===== src/rtl/txh_pkg.sv =====
package txh_pkg;

  localparam int ADDR_W = 2;

  typedef enum logic [ADDR_W-1:0] {
    REG_DATA = 2'd0,
    REG_CTRL = 2'd1,
    REG_LEN  = 2'd2,
    REG_FLAG = 2'd3
  } txh_reg_e;

  // status bit positions at REG_FLAG
  localparam int ST_RDY  = 0;
  localparam int ST_TXE  = 1;
  localparam int ST_UE   = 2;
  localparam int ST_WAIT = 3;
  localparam int ST_DONE = 4;

  // flag-clear command bits at REG_FLAG
  localparam int CLR_RDY = 0;
  localparam int CLR_ERR = 1;

  // control bit: strict last-byte checking
  localparam int CT_STRICT = 0;

  typedef enum logic [1:0] {
    LD_NONE,
    LD_SEND,
    LD_EXEMPT,
    LD_UNDER
  } ld_kind_e;

  // true when the next load is the final byte of the frame
  function automatic logic final_slot(input int unsigned sent, input int unsigned total);
    return (sent + 1) == total;
  endfunction

  // outcome of a shifter request
  function automatic ld_kind_e judge_load(input logic req, input logic empty,
                                          input logic last, input logic strict);
    if (!req)            return LD_NONE;
    if (!empty)          return LD_SEND;
    if (last && !strict) return LD_EXEMPT;
    return LD_UNDER;
  endfunction

endpackage


===== src/rtl/txh_regs.sv =====
module txh_regs
  import txh_pkg::*;
#(
  parameter int DATA_W = 8,
  parameter int LEN_W  = 8
) (
  input  logic              clk,
  input  logic              rst_n,
  input  logic              run_i,
  input  logic              cpu_wr_i,
  input  logic [ADDR_W-1:0] cpu_addr_i,
  input  logic [DATA_W-1:0] cpu_wdata_i,
  output logic              strict_o,
  output logic [LEN_W-1:0]  len_o,
  output logic              data_we_o,
  output logic              rdy_clr_o,
  output logic              err_clr_o
);

  logic wr_ok;
  logic ctrl_we, len_we, flag_we;

  assign wr_ok     = run_i & cpu_wr_i;
  assign data_we_o = wr_ok && (cpu_addr_i == REG_DATA);
  assign ctrl_we   = wr_ok && (cpu_addr_i == REG_CTRL);
  assign len_we    = wr_ok && (cpu_addr_i == REG_LEN);
  assign flag_we   = wr_ok && (cpu_addr_i == REG_FLAG);
  assign rdy_clr_o = flag_we & cpu_wdata_i[CLR_RDY];
  assign err_clr_o = flag_we & cpu_wdata_i[CLR_ERR];

  always_ff @(posedge clk or negedge rst_n) begin
    if (!rst_n) begin
      strict_o <= 1'b0;
      len_o    <= '0;
    end else if (!run_i) begin
      strict_o <= 1'b0;
      len_o    <= '0;
    end else begin
      if (ctrl_we) strict_o <= cpu_wdata_i[CT_STRICT];
      if (len_we)  len_o    <= cpu_wdata_i[LEN_W-1:0];
    end
  end

endmodule


===== src/rtl/txh_hold.sv =====
module txh_hold #(
  parameter int DATA_W = 8
) (
  input  logic              clk,
  input  logic              rst_n,
  input  logic              run_i,
  input  logic              dma_wr_i,
  input  logic [DATA_W-1:0] dma_data_i,
  input  logic              cpu_we_i,
  input  logic [DATA_W-1:0] cpu_data_i,
  input  logic              rdy_clr_i,
  input  logic              take_i,
  output logic              dma_evt_o,
  output logic [DATA_W-1:0] hold_o,
  output logic              rdy_o
);

  assign dma_evt_o = run_i & dma_wr_i;

  always_ff @(posedge clk or negedge rst_n) begin
    if (!rst_n) begin
      hold_o <= '0;
      rdy_o  <= 1'b1;
    end else if (!run_i) begin
      hold_o <= '0;
      rdy_o  <= 1'b1;
    end else begin
      // transfer-engine byte has precedence over a CPU byte
      if (dma_evt_o)     hold_o <= dma_data_i;
      else if (cpu_we_i) hold_o <= cpu_data_i;
      // engine write marks full; shifter take marks empty; CPU clear last
      if (dma_evt_o)      rdy_o <= 1'b0;
      else if (take_i)    rdy_o <= 1'b1;
      else if (rdy_clr_i) rdy_o <= 1'b0;
    end
  end

endmodule


===== src/rtl/txh_seq.sv =====
module txh_seq
  import txh_pkg::*;
#(
  parameter int LEN_W = 8
) (
  input  logic             clk,
  input  logic             rst_n,
  input  logic             run_i,
  input  logic             frame_start_i,
  input  logic             shf_load_i,
  input  logic             rdy_i,
  input  logic             strict_i,
  input  logic [LEN_W-1:0] len_i,
  input  logic             err_clr_i,
  output logic             take_o,
  output logic             under_o,
  output logic             txe_o,
  output logic             ue_o,
  output logic             wait_o,
  output logic             done_o
);

  logic [LEN_W-1:0] cnt_q, flen_q;
  logic             active_q;
  logic             fs, req, is_last;
  ld_kind_e         kind;

  assign fs      = run_i & frame_start_i;
  assign req     = run_i & shf_load_i & active_q & ~wait_o & ~fs;
  assign is_last = final_slot(32'(cnt_q), 32'(flen_q));
  assign kind    = judge_load(req, rdy_i, is_last, strict_i);
  assign take_o  = (kind == LD_SEND) || (kind == LD_EXEMPT);
  assign under_o = (kind == LD_UNDER);

  always_ff @(posedge clk or negedge rst_n) begin
    if (!rst_n) begin
      cnt_q    <= '0;
      flen_q   <= '0;
      active_q <= 1'b0;
      wait_o   <= 1'b0;
      txe_o    <= 1'b0;
      ue_o     <= 1'b0;
      done_o   <= 1'b0;
    end else if (!run_i) begin
      cnt_q    <= '0;
      flen_q   <= '0;
      active_q <= 1'b0;
      wait_o   <= 1'b0;
      txe_o    <= 1'b0;
      ue_o     <= 1'b0;
      done_o   <= 1'b0;
    end else begin
      if (err_clr_i) begin
        txe_o  <= 1'b0;
        ue_o   <= 1'b0;
        wait_o <= 1'b0;
      end
      if (fs) begin
        cnt_q    <= '0;
        flen_q   <= len_i;
        active_q <= (len_i != '0);
        done_o   <= (len_i == '0);
        wait_o   <= 1'b0;
      end else if (take_o) begin
        cnt_q <= cnt_q + 1'b1;
        if (is_last) begin
          active_q <= 1'b0;
          done_o   <= 1'b1;
        end
      end else if (under_o) begin
        active_q <= 1'b0;
        wait_o   <= 1'b1;
        txe_o    <= 1'b1;
        ue_o     <= 1'b1;
      end
    end
  end

endmodule


===== src/rtl/txhold_ctrl.sv =====
module txhold_ctrl
  import txh_pkg::*;
#(
  parameter int DATA_W = 8,
  parameter int LEN_W  = 8
) (
  input  logic              clk,
  input  logic              rst_n,
  input  logic              mod_run,
  input  logic              cpu_wr,
  input  logic [1:0]        cpu_addr,
  input  logic [DATA_W-1:0] cpu_wdata,
  output logic [DATA_W-1:0] cpu_rdata,
  input  logic              dma_wr,
  input  logic [DATA_W-1:0] dma_data,
  input  logic              frame_start,
  input  logic              shf_load,
  output logic              shf_valid,
  output logic [DATA_W-1:0] shf_data,
  output logic              rdy_flag,
  output logic              txerr_flag,
  output logic              uerr_flag,
  output logic              waiting,
  output logic              msg_done
);

  // named internal events, visible to the bound checker
  logic              strict_w;
  logic [LEN_W-1:0]  len_w;
  logic              data_we_w, rdy_clr_w, err_clr_w;
  logic              take_w, under_w, dma_evt_w;
  logic [DATA_W-1:0] hold_w;
  logic [DATA_W-1:0] stat_w;

  txh_regs #(.DATA_W(DATA_W), .LEN_W(LEN_W)) u_regs (
    .clk        (clk),
    .rst_n      (rst_n),
    .run_i      (mod_run),
    .cpu_wr_i   (cpu_wr),
    .cpu_addr_i (cpu_addr),
    .cpu_wdata_i(cpu_wdata),
    .strict_o   (strict_w),
    .len_o      (len_w),
    .data_we_o  (data_we_w),
    .rdy_clr_o  (rdy_clr_w),
    .err_clr_o  (err_clr_w)
  );

  txh_hold #(.DATA_W(DATA_W)) u_hold (
    .clk       (clk),
    .rst_n     (rst_n),
    .run_i     (mod_run),
    .dma_wr_i  (dma_wr),
    .dma_data_i(dma_data),
    .cpu_we_i  (data_we_w),
    .cpu_data_i(cpu_wdata),
    .rdy_clr_i (rdy_clr_w),
    .take_i    (take_w),
    .dma_evt_o (dma_evt_w),
    .hold_o    (hold_w),
    .rdy_o     (rdy_flag)
  );

  txh_seq #(.LEN_W(LEN_W)) u_seq (
    .clk          (clk),
    .rst_n        (rst_n),
    .run_i        (mod_run),
    .frame_start_i(frame_start),
    .shf_load_i   (shf_load),
    .rdy_i        (rdy_flag),
    .strict_i     (strict_w),
    .len_i        (len_w),
    .err_clr_i    (err_clr_w),
    .take_o       (take_w),
    .under_o      (under_w),
    .txe_o        (txerr_flag),
    .ue_o         (uerr_flag),
    .wait_o       (waiting),
    .done_o       (msg_done)
  );

  assign shf_valid = take_w;
  assign shf_data  = take_w ? hold_w : '0;

  always_comb begin
    stat_w          = '0;
    stat_w[ST_RDY]  = rdy_flag;
    stat_w[ST_TXE]  = txerr_flag;
    stat_w[ST_UE]   = uerr_flag;
    stat_w[ST_WAIT] = waiting;
    stat_w[ST_DONE] = msg_done;
  end

  always_comb begin
    cpu_rdata = '0;
    if (mod_run) begin
      case (txh_reg_e'(cpu_addr))
        REG_DATA: cpu_rdata = hold_w;
        REG_CTRL: cpu_rdata[CT_STRICT] = strict_w;
        REG_LEN:  cpu_rdata[LEN_W-1:0] = len_w;
        REG_FLAG: cpu_rdata = stat_w;
        default:  cpu_rdata = '0;
      endcase
    end
  end

endmodule


===== config.mk =====
export PLATFORM = sky130hd
export DESIGN_NAME = txhold_ctrl
export DESIGN_NICKNAME = d
export VERILOG_FILES = /design/src/rtl/txh_pkg.sv /design/src/rtl/txh_regs.sv /design/src/rtl/txh_hold.sv /design/src/rtl/txh_seq.sv /design/src/rtl/txhold_ctrl.sv
export SDC_FILE = /design/constraint.sdc
export NUM_CORES = 1
export LEC_CHECK = 0
export ABC_AREA = 1
export ABC_CLOCK_PERIOD_IN_PS = 6500
export BUFFER_PORTS_ARGS = -buffer_cell sky130_fd_sc_hd__buf_4
export CAP_MARGIN = 15
export CORE_MARGIN = 3
export CORE_UTILIZATION = 48
export DETAILED_ROUTE_END_ITERATION = 12
export GPL_ROUTABILITY_DRIVEN = 0
export PLACE_DENSITY = 0.71
export SYNTH_ARGS = -nofsm -noshare
export SYNTH_HDL_FRONTEND = slang
export SYNTH_SLANG_ARGS = --single-unit
export TNS_END_PERCENT = 1

===== constraint.sdc =====
create_clock -name clk -period 6.5 [get_ports clk]
set_input_delay 1.3 -clock clk [delete_from_list [all_inputs] [get_ports clk]]
set_output_delay 1.3 -clock clk [all_outputs]
set_load 0.1 [all_outputs]

# Yosys cells after proc, flatten, opt, wreduce, memory -nomap -nowiden

Index checks and enable logic that the tools add are counted.

Add/sub/neg operators: 2
Reduce and logical (&&, ||, !) cells: 12
Mux-type cells: 55
Eq/ne operators: 16
Bitwise operators: 11

Operators by type and width:

| cell                  | number |
|---|---|
| $mux W8               | 12 |
| $mux W1               | 35 |
| $eq A32 B8 Y1         | 1 |
| $pmux W7 S3           | 1 |
| $mux W2               | 6 |
| $add A8 B1 Y9 const B | 1 |
| $and A1 B1 Y1         | 9 |
| $ne A3 B1 Y1 const B  | 3 |
| $add A8 B1 Y8 const B | 1 |
| $eq A2 B2 Y1 const B  | 4 |
| $logic_not A8 Y1      | 1 |
| $ne A4 B1 Y1 const B  | 2 |
| $reduce_bool A8 Y1    | 1 |
| $ne A2 B1 Y1 const B  | 3 |
| $logic_and A1 B1 Y1   | 5 |
| $eq A2 B1 Y1 const B  | 2 |
| $ne A4 B2 Y1 const B  | 1 |
| $pmux W1 S4           | 1 |
| $reduce_and A2 Y1     | 2 |
| $logic_not A2 Y1      | 1 |
| $not A1 Y1            | 2 |
| $logic_not A1 Y1      | 1 |
| $logic_or A1 B1 Y1    | 1 |

Output and inout port bits: 22
Flip-flop bits (word level): 39

# Logic depth before layout (Yosys ltp)

Word-level depth: 15
Mapped depth: 19
Mapped depth without buffers: 18

# Cells and area by module

From an unflattened synthesis, not the netlist that was laid out.

Cells, all modules: 379
Area total of the unflattened synthesis: 2642.5 sq um

By module, submodules not included:

| module      | times used | area each (sq um) | sequential area each (sq um) | cells each |
|---|---|---|---|---|
| txh_seq     | 1          | 1365.1            | 525.5                        | 192 |
| txh_hold    | 1          | 539.3             | 226.5                        | 69 |
| txh_regs    | 1          | 439.2             | 225.2                        | 52 |
| txhold_ctrl | 1          | 299.0             | 0.0                          | 66 |

# Worst setup path before layout

No wires, ideal clock.

Path kind: input to output
Start: input cpu_addr[1]
End: output cpu_rdata[0]
Arrival: 3978 ps
Slack: 1222 ps
Stages on the path: 3
Cell sequence: nor2_2 > a221oi_1 > a221oi_1

Word-level cells in the longest chain between the ends: 3
Elaborated cells on any way between the ends: 6
Those cells by class: eq/ne: 3; mux: 2; reduce/logical: 1

Ends and longest elaborated chain:

| item                                       | RTL line          | source |
|---|---|---|
| start: declaration                         | txhold_ctrl.sv:11 | `input logic [1:0] cpu_addr,` |
| $eq A2 B2 Y1, or another cell as far along | txhold_ctrl.sv:97 | `case (txh_reg_e'(cpu_addr))` |
| $pmux W1 S4 (*)                            | txhold_ctrl.sv:97 |  |
| $mux W8 (*)                                | txhold_ctrl.sv:96 | `if (mod_run) begin` |
| end: declaration                           | txhold_ctrl.sv:13 | `output logic [DATA_W-1:0] cpu_rdata,` |

Mark *: on every way between the ends. The rest lies on a longest branch, timed or not.

# Worst setup path in the final report

Start: input mod_run
End: output shf_data[5]

Word-level cells in the longest chain between the ends: 8
Elaborated cells on any way between the ends: 11
Those cells by class: eq/ne: 2; mux: 2; bitwise: 6; reduce/logical: 1

Ends and longest elaborated chain:

| item                                                | RTL line          | source |
|---|---|---|
| start: declaration                                  | txhold_ctrl.sv:9  | `input logic mod_run,` |
| $and A1 B1 Y1 (3 in series)                         | txh_seq.sv:29     | `assign req = run_i & shf_load_i & active_q & ~wait_o & ~fs;` |
| $and A1 B1 Y1 (*)                                   | txh_seq.sv:29     |  |
| $mux W2 (*)                                         | txh_pkg.sv:42     | `if (!empty) return LD_SEND;` |
| $eq A2 B1 Y1 / $eq A2 B2 Y1 (equally long branches) | txh_seq.sv:32     | `assign take_o = (kind == LD_SEND) \|\| (kind == LD_EXEMPT);` |
| $logic_or A1 B1 Y1 (*)                              | txh_seq.sv:32     |  |
| $mux W8 (*)                                         | txhold_ctrl.sv:83 | `assign shf_data = take_w ? hold_w : '0;` |
| end: declaration                                    | txhold_ctrl.sv:19 | `output logic [DATA_W-1:0] shf_data,` |

Marked as above.

==> results.py <==
metrics = {
    "timing": {
        "skew_ns": 0.00972,
        "finalHoldViolations": 0,
        "fmax_ghz": 0.224,
        "drv_slew": 0,
        "slew_headroom": 0.673,
        "fin_crit_sh": 0.688,
        "fin_crit_ns": 4.47,
        "setup_viol": 0,
        "worst_pin_slew_ns": 0.489,
        "hold_ws_ns": 0.513,
        "rsz0062_at_grt": "false",
        "tns_ns": 0,
    },
    "logic_synthesis": {
        "seq_area_frac_synth": 0.430,
        "synth_area_sq_um": 2270,
        "synthTopCellsByArea": "dfrtp_1 42%, nand2_1 14%, nand3_1 9.2%",
        "synth.avg_cell_area_sq_um": 7.15,
        "synthCells": 318,
        "syn_nets": 346,
        "synth_cell_types": 28,
        "yosysTopAreaCell": "dfrtp_1",
        "yosysWarnings": 0,
        "synth-seq-cells": 39,
        "synth_top_area_frac": 0.418,
    },
    "setup_path": {
        "critPathMaxStageDelay_ns": 0.37,
        "slowest_stage": "ha_1",
        "worst_ep_arrival_time_ns": 3.17,
        "start_kind": "input pin",
        "cpLargestDelayFamily": "buffers and inverters",
        "critPathKind": "in -> out",
        "crit_required_ns": 5.20,
        "path_buf_inv": 5,
        "cp-end-kind": "output port",
        "path_cells": "buf_4, inv_2, nor2_2, nand4_1, o21bai_1, inv_1, ha_1, nand2_1, inv_1, buf_4",
        "critical_path.max_fanout": 27,
    },
    "cells_and_area": {
        "drive_gt1_frac": 0.181,
        "antenna_cells": 0,
        "final_cells": 416,
        "nNetsFinal": 391,
        "syn2layout_area_growth_pct": 20.9,
        "fin_area_sq_um": 2750,
    },
    "placement": {
        "hpwlAfterDp_um": 4460,
        "dp_cells": 408,
        "dpl-instance-area_sq_um": 2650,
        "port_buffers": 46,
    },
    "grt": {
        "antenna_found_initial": 0,
        "grt_max_degree": 40,
        "grt_pass1_vias": 2130,
        "grt_use_total": 0.229,
        "grt_overflow": 0,
        "grt_pass1_wl_um": 9910,
    },
    "detailed_routing": {
        "routed_via_density": 5.40,
        "first_pass_iters": 4,
        "wire_per_inst_um": 14.3,
        "drc_errors": 0,
        "postRouteAntennaNets": 0,
        "wirelength_um": 5940,
        "dr_total_vias": 2245,
        "drtIter0Drc": 159,
    },
    "clocking": {
        "cts_resized": 0,
        "cts_hold_buf": 0,
        "cts_tree": "built",
        "clock_path_buffers": 2,
        "numCtsBuffers": 5,
        "path_clk_slew_ns": 0.08,
        "clk_latency_ns": 0.30,
        "cts_sinks": 39,
        "root_buffer": "clkbuf_8",
        "h-tree-depth": 2,
        "post-cts-setup-buffers": 0,
    },
    "die": {
        "die_h_um": 74.8,
        "std_cell_rows": 24,
        "core_sq_um": 4470,
        "io_pins": 47,
        "initial_core_util": 0.508,
        "die_x_um": 74.8,
        "die-area_sq_um": 5600,
    },
    "pwr": {
        "p_leak_nw": 1.40,
        "power.internal_mw": 0.388,
        "p_sw_mw": 0.184,
        "vdd_drop_max_mv": 0.141,
        "power_density_nw_per_um2": 208,
        "switching_share": 0.321,
        "total_power_mw": 0.571,
        "pwr-share-comb": 0.211,
        "p_clk_frac": 0.321,
        "p_seq_frac": 0.468,
    },
    "hold_path": {
        "holdCritPathClass": "reg -> reg",
    },
    "status": {
        "status": "complete, no violations",
    },
    "job": {
        "maxCapViolations": 0,
    },
}
==> synthesized netlist by cell type, drive strengths merged <==
cell / count
a21oi: 9
a221oi: 2
a22oi: 1
a31oi: 9
buf: 5
clkbuf: 3
clkinv: 1
dfrtp: 38
dfstp: 1
ha: 3
inv: 52
nand2: 88
nand3: 43
nand4: 6
nor2: 25
nor3: 1
o21ai: 17
o21bai: 1
o22ai: 12
or2: 1
==> logic make-up (layout without fill, tap and decap cells) <==
logic type | count (synthesis) | in the layout | synth area share
AND/OR/NAND/NOR | 164 | 164 | 0.321
flip-flops | 39 | 39 | 0.430
AO/OA/AOI/OAI | 51 | 51 | 0.129
adder cells (fa/ha/maj) | 3 | 3 | 0.0165
buffers and inverters | 61 | 107 | 0.103
==> registers in the layout, indices dropped and copies added (netlist names) <==
register,count
u_regs.strict_o,1
u_hold.hold_o,8
u_seq.active_q,1
u_seq.done_o,1
u_hold.rdy_o,1
u_seq.cnt_q,8
u_seq.flen_q,8
u_regs.len_o,8
u_seq.wait_o,1
u_seq.txe_o,1
u_seq.ue_o,1
==> routing by layer <==
| metal | wire length [um] | global-route usage | vias up | part of all wire |
|---|---|---|---|---|
| met5 | 0 | 0 | - | 0 |
| met4 | 60 | 0.0534 | 0 | 0.010 |
| met3 | 325 | 0.0494 | 5 | 0.055 |
| met2 | 2730 | 0.359 | 59 | 0.46 |
| met1 | 2820 | 0.325 | 1055 | 0.47 |
| li1 | - | - | 1126 | - |
==> power by group through the flow <==
| stage | combinational [mW] | clock (mW) | sequential [mW] |
|---|---|---|---|
| floorplan | 0.0721 | 0 | 0.280 |
| global placement | 0.120 | 0 | 0.272 |
| detailed placement | 0.120 | 0 | 0.272 |
| CTS | 0.121 | 0.187 | 0.267 |
| global route | 0.132 | 0.197 | 0.269 |
| finish | 0.120 | 0.183 | 0.268 |
==> final cells by class <==
class,instances,area (sq um)
Fill cell,408,1730
Tap cell,52,65.1
Inverter,53,199
Timing Repair Buffer,46,345
Multi-Input combinational cell,218,1060
Sequential cell,39,977
Clock buffer,8,100
==> stage by stage <==
stage / setup slack (ns) / utilization
finish: 2.03 / 0.614
floorplan: 1.22 / -
detailed placement: 2.08 / 0.592
global placement: 2.15 / 0.592
CTS: 2.07 / 0.614
global route: 1.80 / 0.614
==> cell usage in the layout (no fill, tap or decap), types with 2 or more instances in the layout <==
cell type / instances
a21oi_1: 9
a221oi_1: 2
a31oi_1: 9
buf_4: 46
clkbuf_8: 7
dfrtp_1: 38
ha_1: 3
inv_1: 51
nand2_1: 86
nand2_2: 2
nand3_1: 42
nand4_1: 6
nor2_1: 18
nor2_2: 4
nor2_4: 3
o21ai_0: 15
o21ai_1: 2
o22ai_1: 12
==> final timing paths <==
path | start | endpoint | slack (ns) | cells after the start
max | mod_run | shf_data[5] | 2.03 | 10
min | u_seq.active_q | u_seq.active_q | 0.51 | 2
max reg2reg | u_seq.cnt_q[1] | u_seq.cnt_q[4] | 3.29 | 16
min reg2reg | u_seq.active_q | u_seq.active_q | 0.51 | 2
max in group asynchronous | rst_n | u_hold.rdy_o | 5.19 | 1
min in group asynchronous | rst_n | u_seq.wait_o | 0.96 | 1
==> worst min-delay path: stages (launching register included) <==
cell and delay, ns:
dfrtp_1 0.35, nand3_1 0.08, nand2_1 0.06
Note: power is estimated with default switching activity, not from simulation.
